[src/rtl/cfgfe_pkg.sv]
package cfgfe_pkg;
  localparam int LANES      = 8;
  localparam int BUS_W      = 8 * LANES;
  localparam int DESC_W     = 64;
  localparam int FEATURE_DMA_BIT = 1;
  localparam int SEL_BASE   = 8;
  localparam int SEL_BYTES  = 2;
  localparam int DESC_BASE  = 12;
  localparam int DESC_BYTES = DESC_W / 8;
  localparam int HALF_LO    = DESC_BASE + DESC_BYTES / 2;
  localparam int WIN_BYTES  = DESC_BASE + DESC_BYTES;

  function automatic logic [31:0] item_len_f(input int unsigned idx, input int unsigned n_items,
                                             input int unsigned step);
    if (idx == 0) return 32'd4;
    else if (idx < n_items) return 32'(idx * step);
    else return 32'd0;
  endfunction

  function automatic logic [7:0] item_byte_f(input int unsigned idx, input int unsigned pos);
    if (idx == 0) return (pos == 0) ? 8'(1 << FEATURE_DMA_BIT) : 8'h00;
    else return 8'(idx * 16 + pos) ^ 8'h3C;
  endfunction

  function automatic logic [31:0] bswap32(input logic [31:0] v);
    return {v[7:0], v[15:8], v[23:16], v[31:24]};
  endfunction

  function automatic logic [63:0] bswap64(input logic [63:0] v);
    return {bswap32(v[31:0]), bswap32(v[63:32])};
  endfunction
endpackage

[src/rtl/cfgfe_item_store.sv]
module cfgfe_item_store
  import cfgfe_pkg::*;
#(
  parameter int N_ITEMS   = 4,
  parameter int ITEM_STEP = 5,
  parameter int SEL_W     = 16,
  parameter int OFF_W     = 16
) (
  input  logic [SEL_W-1:0] sel,
  input  logic [OFF_W-1:0] off,
  output logic [OFF_W-1:0] len,
  output logic [BUS_W-1:0] window
);
  logic [31:0] len_full;
  assign len_full = item_len_f(32'(sel), N_ITEMS, ITEM_STEP);
  assign len      = OFF_W'(len_full);

  for (genvar b = 0; b < LANES; b++) begin : g_lane
    logic [OFF_W:0] pos;
    assign pos = {1'b0, off} + (OFF_W+1)'(b);
    assign window[8*b +: 8] = (pos < {1'b0, len}) ?
                              item_byte_f(32'(sel), 32'(pos)) : 8'h00;
  end
endmodule

[src/rtl/cfgfe_cursor.sv]
module cfgfe_cursor #(
  parameter int SEL_W = 16,
  parameter int OFF_W = 16
) (
  input  logic             clk,
  input  logic             rst_n,
  input  logic             set_en,
  input  logic [SEL_W-1:0] set_idx,
  input  logic             adv_en,
  input  logic [OFF_W-1:0] adv_len,
  input  logic [OFF_W-1:0] limit,
  output logic [SEL_W-1:0] sel_q,
  output logic [OFF_W-1:0] off_q
);
  logic [OFF_W:0] sum;
  assign sum = {1'b0, off_q} + {1'b0, adv_len};

  always_ff @(posedge clk or negedge rst_n) begin
    if (!rst_n) begin
      sel_q <= '0;
      off_q <= '0;
    end else if (set_en) begin
      sel_q <= set_idx;
      off_q <= '0;
    end else if (adv_en) begin
      off_q <= (sum > {1'b0, limit}) ? limit : sum[OFF_W-1:0];
    end
  end
endmodule

[src/rtl/cfgfe_dma_addr.sv]
module cfgfe_dma_addr
  import cfgfe_pkg::*;
(
  input  logic              clk,
  input  logic              rst_n,
  input  logic              wr_hi,
  input  logic              wr_lo,
  input  logic              wr_full,
  input  logic [BUS_W-1:0]  wimg,
  input  logic              done,
  output logic [DESC_W-1:0] addr_q,
  output logic              busy_q,
  output logic              start_q
);
  localparam int HALF = DESC_W / 2;

  always_ff @(posedge clk or negedge rst_n) begin
    if (!rst_n) begin
      addr_q  <= '0;
      busy_q  <= 1'b0;
      start_q <= 1'b0;
    end else begin
      start_q <= 1'b0;
      if (busy_q) begin
        if (done) begin
          addr_q <= '0;
          busy_q <= 1'b0;
        end
      end else if (wr_full) begin
        addr_q  <= bswap64(wimg[DESC_W-1:0]);
        busy_q  <= 1'b1;
        start_q <= 1'b1;
      end else if (wr_lo) begin
        addr_q[HALF-1:0] <= bswap32(wimg[HALF-1:0]);
        busy_q  <= 1'b1;
        start_q <= 1'b1;
      end else if (wr_hi) begin
        addr_q[DESC_W-1:HALF] <= bswap32(wimg[HALF-1:0]);
      end
    end
  end
endmodule

[src/rtl/cfgfe_top.sv]
module cfgfe_top
  import cfgfe_pkg::*;
#(
  parameter int N_ITEMS   = 4,
  parameter int ITEM_STEP = 5
) (
  input  logic        clk,
  input  logic        rst_n,
  input  logic        bus_valid,
  output logic        bus_ready,
  input  logic        bus_write,
  input  logic [4:0]  bus_addr,
  input  logic [1:0]  bus_size,
  input  logic [63:0] bus_wdata,
  output logic        rsp_valid,
  input  logic        rsp_ready,
  output logic [63:0] rsp_rdata,
  output logic        dma_start,
  output logic [63:0] dma_desc,
  output logic        dma_busy,
  input  logic        dma_done,
  input  logic        dma_sel_en,
  input  logic [15:0] dma_sel_idx,
  input  logic        dma_adv_en,
  input  logic [15:0] dma_adv_len,
  output logic [15:0] cur_item,
  output logic [15:0] cur_offset,
  output logic [15:0] cur_length
);
  localparam int SEL_W = 16;
  localparam int OFF_W = 16;

  logic              acc, rd_acc, wr_acc;
  logic [31:0]       a_word;
  logic [31:0]       nbytes;
  logic              in_data, in_sel, in_desc;
  logic              sel_wr, data_rd;
  logic              desc_hi, desc_lo, desc_full;
  logic [BUS_W-1:0]  win;
  logic [BUS_W-1:0]  desc_img;
  logic [BUS_W-1:0]  rd_img;
  logic [OFF_W-1:0]  item_len;
  logic              set_en, adv_en;
  logic [SEL_W-1:0]  set_idx;
  logic [OFF_W-1:0]  adv_len;

  // Request acceptance: one read in flight, and the side port has the cursor.
  assign bus_ready = !rsp_valid && !dma_sel_en && !dma_adv_en;
  assign acc       = bus_valid && bus_ready;
  assign rd_acc    = acc && !bus_write;
  assign wr_acc    = acc && bus_write;

  assign a_word  = 32'(bus_addr);
  assign nbytes  = 32'd1 << bus_size;
  assign in_data = a_word < 32'(SEL_BASE);
  assign in_sel  = (a_word >= 32'(SEL_BASE)) && (a_word < 32'(SEL_BASE + SEL_BYTES));
  assign in_desc = (a_word >= 32'(DESC_BASE)) && (a_word < 32'(WIN_BYTES));

  assign sel_wr    = wr_acc && (a_word == 32'(SEL_BASE)) && (nbytes == 32'd2);
  assign data_rd   = rd_acc && in_data;
  assign desc_hi   = wr_acc && (a_word == 32'(DESC_BASE)) && (nbytes == 32'd4);
  assign desc_lo   = wr_acc && (a_word == 32'(HALF_LO)) && (nbytes == 32'd4);
  assign desc_full = wr_acc && (a_word == 32'(DESC_BASE)) && (nbytes == 32'(DESC_BYTES));

  // Shared cursor: side port first, select over advance.
  assign set_en  = dma_sel_en || sel_wr;
  assign set_idx = dma_sel_en ? dma_sel_idx : bus_wdata[SEL_W-1:0];
  assign adv_en  = dma_adv_en || data_rd;
  assign adv_len = dma_adv_en ? dma_adv_len : OFF_W'(nbytes);

  cfgfe_cursor #(.SEL_W(SEL_W), .OFF_W(OFF_W)) i_cursor (
    .clk     (clk),
    .rst_n   (rst_n),
    .set_en  (set_en),
    .set_idx (set_idx),
    .adv_en  (adv_en),
    .adv_len (adv_len),
    .limit   (item_len),
    .sel_q   (cur_item),
    .off_q   (cur_offset)
  );

  cfgfe_item_store #(
    .N_ITEMS(N_ITEMS), .ITEM_STEP(ITEM_STEP), .SEL_W(SEL_W), .OFF_W(OFF_W)
  ) i_store (
    .sel    (cur_item),
    .off    (cur_offset),
    .len    (item_len),
    .window (win)
  );
  assign cur_length = item_len;

  cfgfe_dma_addr i_desc (
    .clk     (clk),
    .rst_n   (rst_n),
    .wr_hi   (desc_hi),
    .wr_lo   (desc_lo),
    .wr_full (desc_full),
    .wimg    (bus_wdata),
    .done    (dma_done),
    .addr_q  (dma_desc),
    .busy_q  (dma_busy),
    .start_q (dma_start)
  );

  assign desc_img = bswap64(dma_desc);

  // Read lane assembly by region, masked to the access width.
  always_comb begin
    rd_img = '0;
    for (int b = 0; b < LANES; b++) begin
      if (32'(b) < nbytes) begin
        if (in_data)
          rd_img[8*b +: 8] = win[8*b +: 8];
        else if (in_sel && (a_word - 32'(SEL_BASE) + 32'(b)) < 32'(SEL_BYTES))
          rd_img[8*b +: 8] = cur_item[8*(a_word - 32'(SEL_BASE) + 32'(b)) +: 8];
        else if (in_desc && (a_word - 32'(DESC_BASE) + 32'(b)) < 32'(DESC_BYTES))
          rd_img[8*b +: 8] = desc_img[8*(a_word - 32'(DESC_BASE) + 32'(b)) +: 8];
      end
    end
  end

  always_ff @(posedge clk or negedge rst_n) begin
    if (!rst_n) begin
      rsp_valid <= 1'b0;
      rsp_rdata <= '0;
    end else if (rd_acc) begin
      rsp_valid <= 1'b1;
      rsp_rdata <= rd_img;
    end else if (rsp_valid && rsp_ready) begin
      rsp_valid <= 1'b0;
    end
  end
endmodule

[config.mk]
export PLATFORM = sky130hd
export DESIGN_NAME = cfgfe_top
export DESIGN_NICKNAME = d
export VERILOG_FILES = /design/src/rtl/cfgfe_pkg.sv /design/src/rtl/cfgfe_item_store.sv /design/src/rtl/cfgfe_cursor.sv /design/src/rtl/cfgfe_dma_addr.sv /design/src/rtl/cfgfe_top.sv
export SDC_FILE = /design/constraint.sdc
export NUM_CORES = 1
export LEC_CHECK = 0
export ABC_AREA = 1
export BUFFER_PORTS_ARGS = -buffer_cell sky130_fd_sc_hd__buf_2
export CORE_MARGIN = 1
export CORE_UTILIZATION = 41
export CTS_CLUSTER_SIZE = 28
export DETAILED_ROUTE_END_ITERATION = 10
export PLACE_DENSITY = 0.7
export SETUP_SLACK_MARGIN = 0.05
export SYNTH_ARGS = -nofsm -noshare
export SYNTH_HDL_FRONTEND = slang
export SYNTH_SLANG_ARGS = --single-unit
[constraint.sdc]
create_clock -name clk -period 4.7 [get_ports clk]
set_input_delay 0.47 -clock clk [delete_from_list [all_inputs] [get_ports clk]]
set_output_delay 0.47 -clock clk [all_outputs]
set_load 0.05 [all_outputs]
Yosys cells after proc, flatten, opt, wreduce, memory -nomap -nowiden
Index checks and enable logic that the tools add are counted.
{"block": "op_classes", "addsub": 32, "mul": 1, "order_cmp": 39, "eq_ne": 8, "shifts": 17, "n_mux": 76, "bitwise": 8, "reduce_logical": 53}
{"op": "indexed part select 64 x 33 -> 8 bit", "n": 8}
{"op": "two-way mux 8 bit", "n": 48}
{"op": "indexed part select 16 x 33 -> 8 bit", "n": 8}
{"op": "less-than comparator 32 x 2 -> 1 bit (second input constant)", "n": 8}
{"op": "less-than comparator 32 x 4 -> 1 bit (second input constant)", "n": 8}
{"op": "adder 32 x 3 -> 32 bit (second input constant)", "n": 6}
{"op": "two-way mux 64 bit", "n": 3}
{"op": "zero test 17 bit", "n": 8}
{"op": "adder 32 x 2 -> 32 bit (second input constant)", "n": 4}
{"op": "less-than comparator 3 x 32 -> 1 bit (first input constant)", "n": 4}
{"op": "less-than comparator 17 x 16 -> 1 bit", "n": 7}
{"op": "two-way mux 16 bit", "n": 7}
{"op": "two-way mux 32 bit", "n": 3}
{"op": "adder 16 x 3 -> 17 bit (second input constant)", "n": 4}
{"op": "adder 32 x 1 -> 32 bit (second input constant)", "n": 2}
{"op": "adder 8 bit", "n": 8}
{"op": "less-than comparator 1 x 32 -> 1 bit (first input constant)", "n": 2}
{"op": "less-than comparator 2 x 32 -> 1 bit (first input constant)", "n": 2}
{"op": "adder 16 x 2 -> 17 bit (second input constant)", "n": 2}
{"op": "equality test 32 x 2 -> 1 bit (second input constant)", "n": 1}
{"op": "equality test 32 x 3 -> 1 bit (second input constant)", "n": 1}
{"op": "equality test 32 x 4 -> 1 bit (second input constant)", "n": 1}
{"op": "logical AND 1 bit", "n": 32}
{"op": "NOT 4 bit", "n": 8}
{"op": "25 further kinds", "n": 49}
{"block": "totals", "ff_bits": 163, "input_bits": 111, "wordCells": 242}

Longest topological paths before layout
{"block": "depth", "ltp_word": 11, "ltp_mapped": 27, "ltp_nobuf": 27}

Cells and area by module
Synthesis repeated with hierarchy kept, for this count alone.
{"block": "hier_totals", "hier_cells": 3934, "area_unflattened_um2": 23775.3}
{"module": "cfgfe_top", "instances": 1, "cells_per_inst": 1904, "area_each_um2": 10451.3, "seq_area_each_um2": 1626.6}
{"module": "cfgfe_item_store", "instances": 1, "cells_per_inst": 1274, "area_each_um2": 7536.0, "seq_area_each_um2": 0.0}
{"module": "cfgfe_dma_addr", "instances": 1, "cells_per_inst": 391, "area_each_um2": 3069.2, "seq_area_each_um2": 1651.6}
{"module": "cfgfe_cursor", "instances": 1, "cells_per_inst": 365, "area_each_um2": 2718.9, "seq_area_each_um2": 800.8}

Worst setup path after synthesis
Ideal clock, no wire load.
{"block": "synth_timing", "kind": "register -> register", "from": "reg i_cursor.sel_q[3]", "to": "reg i_cursor.off_q[13]", "arrival_time_ns": 4.974, "setup_slack_ns": -0.391, "path_stages_with_launch": 18, "synth_period_minus_slack_ns": 5.091, "cell_sequence": "dfrtp_1 > ha_1 > ha_1 > a21oi_1 > nand2_1 > a21oi_1 > nor2_1 > nor3_1 > inv_1 > ha_1 > nand4_1 > nor4_1 > nand2_1 > nand2_2 > buf_6 > nand2_1 > nand3_1 > nand2_1"}
{"block": "synth_between", "elab_chain_cells": 7, "word_cells_on_any_way": 9}
{"item": "start: declaration", "line": "cfgfe_cursor.sv:12", "text": "output logic [SEL_W-1:0] sel_q,"}
{"item": "start signal: assignment", "line": "cfgfe_cursor.sv:23", "text": "sel_q <= set_idx;"}
{"item": "multiplier 16 x 3 -> 16 bit or less-than comparator 16 x 3 -> 1 bit (tied branches)", "line": "cfgfe_pkg.sv:16", "text": "else if (idx < n_items) return 32'(idx * step);"}
{"item": "two-way mux 16 bit", "line": "cfgfe_pkg.sv:16"}
{"item": "two-way mux 16 bit *", "line": "cfgfe_pkg.sv:15", "text": "if (idx == 0) return 32'd4;"}
{"item": "named net cur_length[10]", "line": "cfgfe_top.sv:28", "text": "output logic [15:0] cur_length"}
{"item": "> comparator 17 x 16 -> 1 bit *", "line": "cfgfe_cursor.sv:26", "text": "off_q <= (sum > {1'b0, limit}) ? limit : sum[OFF_W-1:0];"}
{"item": "two-way mux 16 bit *", "line": "cfgfe_cursor.sv:26"}
{"item": "two-way mux 16 bit *", "line": "cfgfe_cursor.sv:25", "text": "end else if (adv_en) begin"}
{"item": "two-way mux 16 bit *", "line": "cfgfe_cursor.sv:22", "text": "end else if (set_en) begin"}
{"item": "end signal: assignment", "line": "cfgfe_cursor.sv:26"}
{"item": "end: declaration", "line": "cfgfe_cursor.sv:13", "text": "output logic [OFF_W-1:0] off_q"}
Mark *: on every way through the listed nets, which the timed path passes. The rest lies on a longest branch. The select of a mux whose other input is x is not followed.
A chain may end at the register's enable or synchronous reset.

Worst setup path after layout
{"block": "layout_timing", "from": "reg i_cursor.sel_q[5]", "to": "reg rsp_rdata[19]"}
{"block": "layout_between", "elab_chain_cells": 7, "word_cells_on_any_way": 10}
{"item": "multiplier 16 x 3 -> 16 bit or less-than comparator 16 x 3 -> 1 bit (tied branches)", "line": "cfgfe_pkg.sv:16"}
{"item": "two-way mux 16 bit", "line": "cfgfe_pkg.sv:16"}
{"item": "two-way mux 16 bit", "line": "cfgfe_pkg.sv:15"}
{"item": "less-than comparator 17 x 16 -> 1 bit", "line": "cfgfe_item_store.sv:21", "text": "assign window[8*b +: 8] = (pos < {1'b0, len}) ?"}
{"item": "two-way mux 8 bit *", "line": "cfgfe_item_store.sv:21"}
{"item": "two-way mux 8 bit *", "line": "cfgfe_top.sv:113", "text": "if (in_data)"}
{"item": "two-way mux 8 bit *", "line": "cfgfe_top.sv:112", "text": "if (32'(b) < nbytes) begin"}
{"item": "end signal: assignment", "line": "cfgfe_top.sv:129", "text": "rsp_rdata <= rd_img;"}
{"item": "end: declaration", "line": "cfgfe_top.sv:17", "text": "output logic [63:0] rsp_rdata,"}
Every way passes the cells marked *; elsewhere a longest branch is shown, timed or not.

==> impl_metrics.csv <==
group,metric,value,unit
outcome,status,"finished, final reports clean",
synthesis,synth-edff-count,0,
layout,final_cell_mix,"854 x nand2_1, 390 x inv_1, 302 x ha_1, 290 x nor2_1, 288 x buf_2",
sta,worstMarginPinSlew,1.15,ns
clock_tree,h-tree-depth,4,
floorplanning,fp-row-count,84,
power,p_sw,0.00648,W
detailed_routing,drt_first_iter_violations,2443,
global_route,overflow,0,
sta,fmax,237,MHz
clock_tree,cts_root_buf,"clkbuf_16",
place,post-place-ws,0.406,ns
setup_path,path_max_fanout,8,
place,io_buffers,290,
sta,period_minus_slack,4.23,ns
clock_tree,post-cts-setup-buffers,0,
sta,fin_tns_setup,0,ns
clock_tree,clockBufferDepth,2,
power,intPower,0.00489,W
synthesis,ys.flop_type,"dfrtp_1",
setup_path,arrival,4.60,ns
sta,finalCritPeriodShare,0.899,
setup_path,crit_slowest_cell,"dfrtp_1",
global_route,antenna_found_initial,1,
setup_path,r2r_slack,0.47,ns
floorplanning,core,53100,µm²
detailed_routing,vias,24000,
global_route,grt_max_degree,95,
power,swShare,0.570,
power,power,0.0114,W
floorplanning,die_w,235,µm
power,peakVddDrop,0.348,mV
floorplanning,die-area,55200,µm²
global_route,grt_pass1_vias,22400,
sta,slew_viol_final,0,
sta,fin_skew,0.0163,ns
synthesis,yosys_register_bits,163,
global_route,grt_pass1_wl,137000,µm
place,hpwl,72800,µm
global_route,top_usage_layer,"met2",
place,finalWeightedCongestion,1.02,
global_route,met3_usage,0.0491,
clock_tree,clk_pin_slew,0.07,ns
power,clkPwrFrac,0.128,
synthesis,ys_warn_count,0,
setup_path,path_delay_family,"simple AND/OR/NAND/NOR gates",
sta,max_slew_margin,0.225,
layout,layout_commonest_cell,"nand2_1",
detailed_routing,drc,0,
clock_tree,ctsHoldBuffers,0,
setup_path,crit_top_cell,"nand2_1",
power,p_leak,13.6,nW
floorplanning,io_pins,291,
synthesis,ys_seq_area_frac,0.183,
layout,synthToLayoutAreaGrowth,12.9,%
place,place_area,24500,µm²
layout,fin_area,25100,µm²
layout,final_layout_size_suffix_gt1_frac,0.147,
setup_path,path_class,"register to register",
sta,rsz0062_at_grt,"false",
setup_path,cp-end-kind,"register",
layout,n_antenna_cell,0,
setup_path,critPathMaxStageDelay,0.45,ns
detailed_routing,wire_per_inst,21.2,µm
setup_path,cp-startpoint,"i_cursor.sel_q[5]",
setup_path,critical_path_buf_inv_count,2,
setup_path,critPathRequiredTime,5.07,ns
power,p_per_area,453,nW/µm²
clock_tree,cts_made_buffers,17,
detailed_routing,ant_nets,0,
synthesis,yosysUniqueCellTypes,71,
global_route,grt_use_met1,0.424,
synthesis,synthArstFlopShare,1.00,
sta,setup_viol_count_final,0,
sta,layout_setup_ws,0.475,ns
synthesis,synth_nets,3772,
clock_tree,clock_sinks,163,
clock_tree,insertion_delay,0.51,ns
sta,finalHoldViolCount,0,
job,maxCapViolCount,0,
global_route,grtUsageTotal,0.327,
layout,num-nets-final,4025,
power,share_comb_of_total_power,0.710,
detailed_routing,vias_per_cell,5.58,
clock_tree,cts_tree,"done",
power,power_frac_seq,0.162,
clock_tree,post_cts_resize_count,0,
synthesis,syn_area,22200,µm²
floorplanning,die_h,235,µm
hold_path,holdCritPathClass,"input pin to asynchronous set/reset pin",
layout,fillers,5507,
detailed_routing,drtPass1Iterations,8,
floorplanning,start_util,0.419,
detailed_routing,routed_wl,91200,µm
setup_path,start_kind,"register",
synthesis,syn_inst,3348,
global_route,met2_usage,0.522,
synthesis,syn_area_per_cell,6.64,µm²
setup_path,r2r-start,"i_cursor.sel_q[5]",
## state kept, by name (all words and copies together), names as in the netlist
register / flops
i_cursor.off_q: 16
rsp_valid: 1
i_desc.start_q: 1
i_desc.addr_q: 64
i_cursor.sel_q: 16
i_desc.busy_q: 1
rsp_rdata: 64
## stage by stage
step	hold slack (ns)	cells	util
finish	0.0130	4302	0.473
global route	0.0807	4302	0.473
CTS	0.0717	4302	0.473
detailed placement	0.460	4270	0.462
global placement	0.460	4270	0.462
floorplan	0.174	3348	-
## power by group through the flow
stage / logic [W] / clock network, W / registers, W
finish: 0.00806 / 0.00146 / 0.00185
global route: 0.00887 / 0.00152 / 0.00186
CTS: 0.00786 / 0.00147 / 0.00184
detailed placement: 0.00781 / 0 / 0.00187
global placement: 0.00777 / 0 / 0.00187
floorplan: 0.00491 / 0 / 0.00254
## routing by layer
metal	vias up	wire [µm]
met3	234	6530
met2	1061	40800
met5	-	0
met4	0	5420
li1	11500	-
met1	11200	38400
## Yosys cell counts (all sizes together), types with 39 or more instances
| cell type | count | area, µm² |
|---|---|---|
| clkbuf | 59 | 221 |
| o211ai | 65 | 488 |
| nand4 | 40 | 269 |
| nand3 | 237 | 1310 |
| xor2 | 116 | 1030 |
| inv | 415 | 1570 |
| ha | 303 | 3790 |
| nor3 | 41 | 253 |
| buf | 76 | 458 |
| a21oi | 130 | 677 |
| nand2 | 878 | 3410 |
| nor2 | 320 | 1350 |
| mux2i | 39 | 390 |
| dfrtp | 163 | 4080 |
| o21ai | 308 | 1550 |
## final timing paths
check | cells after the start | endpoint
max | 25 | rsp_rdata[19]
min | 1 | rsp_rdata[25]
max reg2reg | 25 | rsp_rdata[19]
min reg2reg | 2 | rsp_rdata[50]
max in group asynchronous | 2 | rsp_rdata[23]
min in group clk | 2 | rsp_valid
## logic make-up (layout without fill, tap and decap cells)
family	after synthesis	after routing	share of synthesized area
muxes	39	39	0.0176
xor gates and xnor gates	138	138	0.0560
buffers and inverters	555	821	0.102
DFF	163	163	0.183
and+or+nand+nor	1563	1563	0.314
AOI/OAI and AO/OA	577	577	0.147
adders and majority gates	313	313	0.179
## area by class of cell
cell class / instances / area (µm²) / share of cell area
Multi-Input combinational cell: 2630 / 15900 / 0.634
Sequential cell: 163 / 4080 / 0.162
Timing Repair Buffer: 369 / 2070 / 0.0823
Inverter: 420 / 1590 / 0.0631
Tap cell: 688 / 861 / 0.0343
Clock buffer: 18 / 429 / 0.0171
Clock inverter: 14 / 163 / 0.00648
## worst reg2reg max path, delay by kind of cell, from the launching register on
kind	cells	cell delay, ns
xor+xnor	1	0.22
fa+ha+maj	3	0.91
buf+inv	2	0.34
simple gates	15	1.57
compound gates	4	0.61
flops	1	0.45
No activity file was read; power rests on OpenSTA's default activity.
